<file path="src/rtl/spi_burst_pkg.sv">
package spi_burst_pkg;

  typedef enum logic [2:0] {
    ST_IDLE,
    ST_FETCH,
    ST_SEND,
    ST_WAIT,
    ST_STORE
  } eng_state_t;

  // Number of bits in a burst for a given length field.
  function automatic int unsigned burst_bits(input int unsigned len_field);
    return len_field + 1;
  endfunction

  // Byte exchanges needed for one word with 'remaining' burst bits left.
  function automatic int unsigned word_byte_count(input int remaining,
                                                  input int word_bits);
    int b;
    b = (remaining < word_bits) ? remaining : word_bits;
    if (b <= 0) return 0;
    return (b + 7) / 8;
  endfunction

endpackage

</file>
<file path="src/rtl/spi_burst_counter.sv">
module spi_burst_counter #(
  parameter int CNT_W = 14
) (
  input  logic                    clk,
  input  logic                    rst_n,
  input  logic                    load,
  input  logic signed [CNT_W-1:0] load_val,
  input  logic                    dec,
  output logic signed [CNT_W-1:0] count,
  output logic                    spent
);
  localparam logic signed [CNT_W-1:0] STEP = CNT_W'(8);

  always_ff @(posedge clk or negedge rst_n) begin
    if (!rst_n)    count <= '0;
    else if (load) count <= load_val;
    else if (dec)  count <= count - STEP;
  end

  assign spent = (count <= 0);
endmodule

</file>
<file path="src/rtl/spi_rx_assembler.sv">
module spi_rx_assembler #(
  parameter int WORD_W = 32
) (
  input  logic                             clk,
  input  logic                             rst_n,
  input  logic                             clear,
  input  logic                             wr_en,
  input  logic [$clog2(WORD_W/8)-1:0]      wr_lane,
  input  logic [7:0]                       wr_byte,
  output logic [WORD_W-1:0]                word
);
  localparam int LANES = WORD_W / 8;

  for (genvar g = 0; g < LANES; g++) begin : g_lane
    always_ff @(posedge clk or negedge rst_n) begin
      if (!rst_n)                             word[8*g +: 8] <= '0;
      else if (clear)                         word[8*g +: 8] <= '0;
      else if (wr_en && (int'(wr_lane) == g)) word[8*g +: 8] <= wr_byte;
    end
  end
endmodule

</file>
<file path="src/rtl/spi_burst_engine.sv">
module spi_burst_engine
  import spi_burst_pkg::*;
#(
  parameter int WORD_W = 32,
  parameter int LEN_W  = 12
) (
  input  logic              clk,
  input  logic              rst_n,
  input  logic              start,
  input  logic [LEN_W-1:0]  burst_len_field,
  input  logic              mode_master,
  input  logic              mode_smc,
  input  logic              mode_ss_wave,
  input  logic              tx_empty,
  input  logic [WORD_W-1:0] tx_data,
  output logic              tx_pop,
  input  logic              rx_full,
  output logic              rx_push,
  output logic [WORD_W-1:0] rx_data,
  output logic              byte_valid,
  input  logic              byte_ready,
  output logic [7:0]        byte_out,
  input  logic              rsp_valid,
  input  logic [7:0]        rsp_byte,
  output logic              busy,
  output logic              xch,
  output logic              tc_set,
  output logic              ovf_set
);
  localparam int LANES  = WORD_W / 8;
  localparam int LANE_W = $clog2(LANES);
  localparam int IDX_W  = LANE_W + 1;
  localparam int CNT_W  = LEN_W + 2;

  eng_state_t state_q, state_d;
  logic [WORD_W-1:0] word_q;
  logic [IDX_W-1:0]  idx_q, nbytes_q;
  logic              xch_q;

  // Named internal events
  logic multi_mode;
  logic word_fetch;
  logic byte_done;
  logic last_byte;
  logic burst_end;

  logic signed [CNT_W-1:0] cnt, load_val, eff_cnt;
  logic                    cnt_spent;
  logic [LANE_W-1:0]       lane;

  assign multi_mode = mode_master & ~mode_smc & mode_ss_wave;
  assign word_fetch = (state_q == ST_FETCH) & ~tx_empty;
  assign byte_done  = (state_q == ST_WAIT) & rsp_valid;
  assign last_byte  = (idx_q == nbytes_q - IDX_W'(1));
  assign burst_end  = (state_q == ST_STORE) & cnt_spent;

  assign load_val = CNT_W'(burst_bits(32'(burst_len_field)));
  assign eff_cnt  = cnt_spent ? load_val : cnt;
  assign lane     = idx_q[LANE_W-1:0];

  spi_burst_counter #(.CNT_W(CNT_W)) u_cnt (
    .clk      (clk),
    .rst_n    (rst_n),
    .load     (word_fetch & cnt_spent),
    .load_val (load_val),
    .dec      (byte_done),
    .count    (cnt),
    .spent    (cnt_spent)
  );

  spi_rx_assembler #(.WORD_W(WORD_W)) u_asm (
    .clk     (clk),
    .rst_n   (rst_n),
    .clear   (word_fetch),
    .wr_en   (byte_done),
    .wr_lane (lane),
    .wr_byte (rsp_byte),
    .word    (rx_data)
  );

  always_comb begin
    state_d = state_q;
    case (state_q)
      ST_IDLE:  if (start) state_d = ST_FETCH;
      ST_FETCH: state_d = tx_empty ? ST_IDLE : ST_SEND;
      ST_SEND:  if (byte_ready) state_d = ST_WAIT;
      ST_WAIT:  if (rsp_valid) state_d = last_byte ? ST_STORE : ST_SEND;
      ST_STORE: state_d = ST_FETCH;
      default:  state_d = ST_IDLE;
    endcase
  end

  always_ff @(posedge clk or negedge rst_n) begin
    if (!rst_n) begin
      state_q  <= ST_IDLE;
      word_q   <= '0;
      idx_q    <= '0;
      nbytes_q <= '0;
      xch_q    <= 1'b0;
    end else begin
      state_q <= state_d;
      if (word_fetch) begin
        word_q   <= tx_data;
        idx_q    <= '0;
        nbytes_q <= IDX_W'(word_byte_count(int'(eff_cnt), WORD_W));
        if (multi_mode) xch_q <= 1'b1;
      end else if ((state_q == ST_FETCH) && tx_empty) begin
        xch_q <= 1'b0;
      end
      if (byte_done) idx_q <= idx_q + IDX_W'(1);
    end
  end

  assign tx_pop     = word_fetch;
  assign byte_valid = (state_q == ST_SEND);
  assign byte_out   = word_q[8*int'(lane) +: 8];
  assign rx_push    = (state_q == ST_STORE) & ~rx_full;
  assign ovf_set    = (state_q == ST_STORE) & rx_full;
  assign tc_set     = (burst_end & ~multi_mode) | ((state_q == ST_FETCH) & tx_empty);
  assign busy       = (state_q != ST_IDLE);
  assign xch        = xch_q;
endmodule

</file>
<file path="config.mk">
export PLATFORM = sky130hd
export DESIGN_NAME = spi_burst_engine
export DESIGN_NICKNAME = d
export VERILOG_FILES = /design/src/rtl/spi_burst_pkg.sv /design/src/rtl/spi_burst_counter.sv /design/src/rtl/spi_rx_assembler.sv /design/src/rtl/spi_burst_engine.sv
export SDC_FILE = /design/constraint.sdc
export NUM_CORES = 1
export LEC_CHECK = 0
export ABC_AREA = 1
export ABC_CLOCK_PERIOD_IN_PS = 3700
export BUFFER_PORTS_ARGS = -buffer_cell sky130_fd_sc_hd__buf_2
export CAP_MARGIN = 5
export CELL_PAD_IN_SITES_DETAIL_PLACEMENT = 0
export CELL_PAD_IN_SITES_GLOBAL_PLACEMENT = 1
export CORE_ASPECT_RATIO = 2
export CORE_MARGIN = 1
export CORE_UTILIZATION = 39
export DETAILED_ROUTE_END_ITERATION = 8
export PLACE_DENSITY = 0.81
export SYNTH_ARGS = -nofsm -noshare
export SYNTH_HDL_FRONTEND = slang
export SYNTH_SLANG_ARGS = --single-unit
</file>
<file path="constraint.sdc">
create_clock -name clk -period 3.7 [get_ports clk]
set_input_delay 0.555 -clock clk [delete_from_list [all_inputs] [get_ports clk]]
set_output_delay 0.555 -clock clk [all_outputs]
set_load 0.02 [all_outputs]
</file>
==> flow_summary.ini <==
[outcome]
status = completed

[timing]
worstMarginPinSlew_ps = 807.1
finalCritPeriodShare_pct = 89.53
fin_skew_ps = 8.675
max_slew_margin_pct = 46.11
max_freq_mhz = 301.9
slew_violations = 0
tns_ps = 0
period_needed_ps = 3313
setup_viol_count_final = 0
grt_setup_unrepaired = no
report.final.hold_viol_count = 0

[synth]
synth_area_per_cell_um2 = 7.715
synth_compound_area_share_pct = 11.44
synthXorXnorAreaFrac_pct = 2.241
netlist_area_um2 = 4691
synth_seq_cells = 88
synth_cell_type_count = 41
synth_top_family_by_area = simple AND/OR/NAND/NOR gates
syn_nets = 680
netlist_instances = 608
synthSimpleGateAreaFrac_pct = 31.05
synth_adder_area_share_pct = 2.667
yosysSeqAreaShare_pct = 46.95
yosys-mux-area-fraction_pct = 0
yosysWarnings = 0

[placement]
hpwlAfterDp_um = 10020
gp_congestion = 0.9591
dpl_cell_area_um2 = 5356
port_buffers = 108
dp_cells = 847

[clocking]
cts_sinks = 88
clock_latency_ps = 340
cts_tree = done
clock-root-buffer = clkbuf_16
clockBufferDepth = 2
cts_max_level = 3
cts_resized = 0
numCtsBuffers = 9
clk_pin_slew_worst_paths_ps = 70
cts.hold.buffers_added = 0
post-cts-setup-buffers = 0

[die]
core-area_um2 = 11700
std_cell_rows = 56
num_io_pins = 109
start_util_pct = 40.09
die-area_um2 = 12500
die_h_um = 157.1
die_w_um = 79.55

[finish]
final_cell_mix = 200 x nand2_1, 107 x buf_2, 88 x dfrtp_1
diodes = 0
final_common_cell = nand2_1
area_growth_pct = 20.97
fin_area_um2 = 5674
fin_nets = 785
layout.cells.non_filler = 862
drive_above_1_share_pct = 21.76

[power]
intPower_mw = 2.805
p_leak_nw = 2.922
seqPwrFrac_pct = 33.8
switching_share_pct = 44.67
p_clk_share_pct = 19.3
p_switching_mw = 2.264
pwr-share-comb_pct = 46.8
vdd_drop_max_mv = 0.4255
power_density_nw_per_um2 = 893.3

[routing]
avgViaCountPerCell = 5.066
drc = 0
wire_per_inst_um = 15.32
dr_wl_met2_um = 7535
routed_wl_um = 13200
dr_wl_met3_um = 400
postRouteAntennaNets = 0
dr.pass1.iters = 5
wirelength_met1_um = 4743
drt_iter0_drc = 152
dr_total_vias = 4367
top_layer = met4

[critical_path]
worst-setup-path-type = flop to flop
cp-end-kind = flop
worstReg2RegStart = u_cnt.count[1]$_DFFE_PN0P_
path_max_fanout = 14
crit_arrival_ps = 3540
startpoint = u_cnt.count[1]$_DFFE_PN0P_
startpoint_type = flop
worstPathRequired_ps = 3920

[global_route]
grt_first_pass_wirelength_um = 21060
grt_max_degree = 46
antenna_found_initial = 0
overflow = 0
grt_use_total_pct = 22.39
grt_pass1_vias = 4341

[worst_hold_path]
hold_path.class = primary input to asynchronous set/reset pin

[job]
max-cap-violations = 0
[final timing paths]
kind	endpoint	slack [ps]	depth (start not counted)
max	nbytes_q[1]$_DFFE_PN0P_	390	19
min	u_asm.word[13]$_DFFE_PN0P_	180	1
max reg2reg	nbytes_q[1]$_DFFE_PN0P_	390	19
min reg2reg	word_q[14]$_DFFE_PN0P_	470	2
max in group asynchronous	word_q[18]$_DFFE_PN0P_	2720	2
min in group clk	word_q[4]$_DFFE_PN0P_	410	3
[kinds of logic after synthesis]
logic type                 count (synthesis)
AOI/OAI and AO/OA                         91
buffers and inverters                     61
xor gates and xnor gates                  12
other                                      1
and+or+nand+nor                          345
adders and majority gates                 10
DFF                                       88
[worst max-delay path: stages (launching register included)]
cell and delay (ps):
dfrtp_1 380, nor2_1 270, nand2_1 120, nor2_2 160
nand2_4 120, nand2_4 190, nand2_1 90, o21ai_2 100
nand2_1 80, nor4_1 180, nand3_1 110, ha_1 300
clkinv_1 80, nand3_2 100, nand2_1 150, nand4_1 140
xor2_1 180, ha_1 300, nand2_1 80, o21bai_2 70
[final cells by class]
cell class | count | area [µm²]
Fill cell | 1174 | 6027
Tap cell | 145 | 181.4
Clock buffer | 9 | 225.2
Timing Repair Buffer | 115 | 595.6
Sequential cell | 88 | 2202
Inverter | 40 | 150.1
Multi-Input combinational cell | 459 | 2227
Clock inverter | 6 | 92.59
[sequential cells by signal, indices dropped and copies added (netlist names)]
| name | flops |
|---|---|
| u_cnt.count | 14 |
| u_asm.word | 32 |
| word_q | 32 |
| state_q | 3 |
| idx_q | 3 |
| nbytes_q | 3 |
| xch | 1 |
[per-layer routing]
layer | up-vias | global-route usage (%)
met4 | 0 | 11.95
met1 | 2059 | 22.93
li1 | 2177 | -
met3 | 24 | 3.130
met2 | 107 | 42.33
met5 | - | 0
[through the flow]
| step | setup WS [ps] | hold WS [ps] | util (%) | power, mW |
|---|---|---|---|---|
| after floorplan | 573.7 | 259.4 | - | 3.379 |
| after global placement | 243.1 | 450.6 | 45.78 | 4.062 |
| after detailed placement | 165.7 | 453.2 | 45.78 | 4.112 |
| after CTS | 376.3 | 196.8 | 48.49 | 5.112 |
| after global routing | 152.1 | 219.4 | 48.49 | 5.473 |
| final | 387.4 | 184.4 | 48.49 | 5.069 |
[power by group through the flow]
stage               logic (mW)  registers (mW)  clock network (mW)
finish                    2.37            1.71               0.981
global route              2.66            1.77                1.03
CTS                       2.40            1.71                1.00
detailed placement        2.39            1.73                   0
global placement          2.35            1.71                   0
floorplan                 1.53            1.85                   0
[synth_stat cells, drive strengths merged]
cell    count  area share (%)
inv        38             3.0
nor4        1            0.13
buf         9             1.4
nand4       7            0.93
xor2       11             2.1
nor3b       1            0.27
o41ai       1            0.19
nor2       82             7.1
a21oi      27             2.9
o21bai      3            0.72
a211oi      1            0.16
nand3b      4            0.64
a22o        2            0.37
clkinv      2            0.16
o311ai      1            0.19
conb        1           0.080
xnor2       1            0.19
o21ai      37             4.0
o221ai      4            0.75
o211ai      3            0.48
o22ai      10             1.3
and3        1            0.13
nand3      32             3.5
ha         10             2.7
o31ai       1            0.16
clkbuf     12            0.96
a31o        1            0.19
nor3        6            0.64
dfrtp      88              47
nand2     211              18
Note: power is estimated with default switching activity, not from simulation.
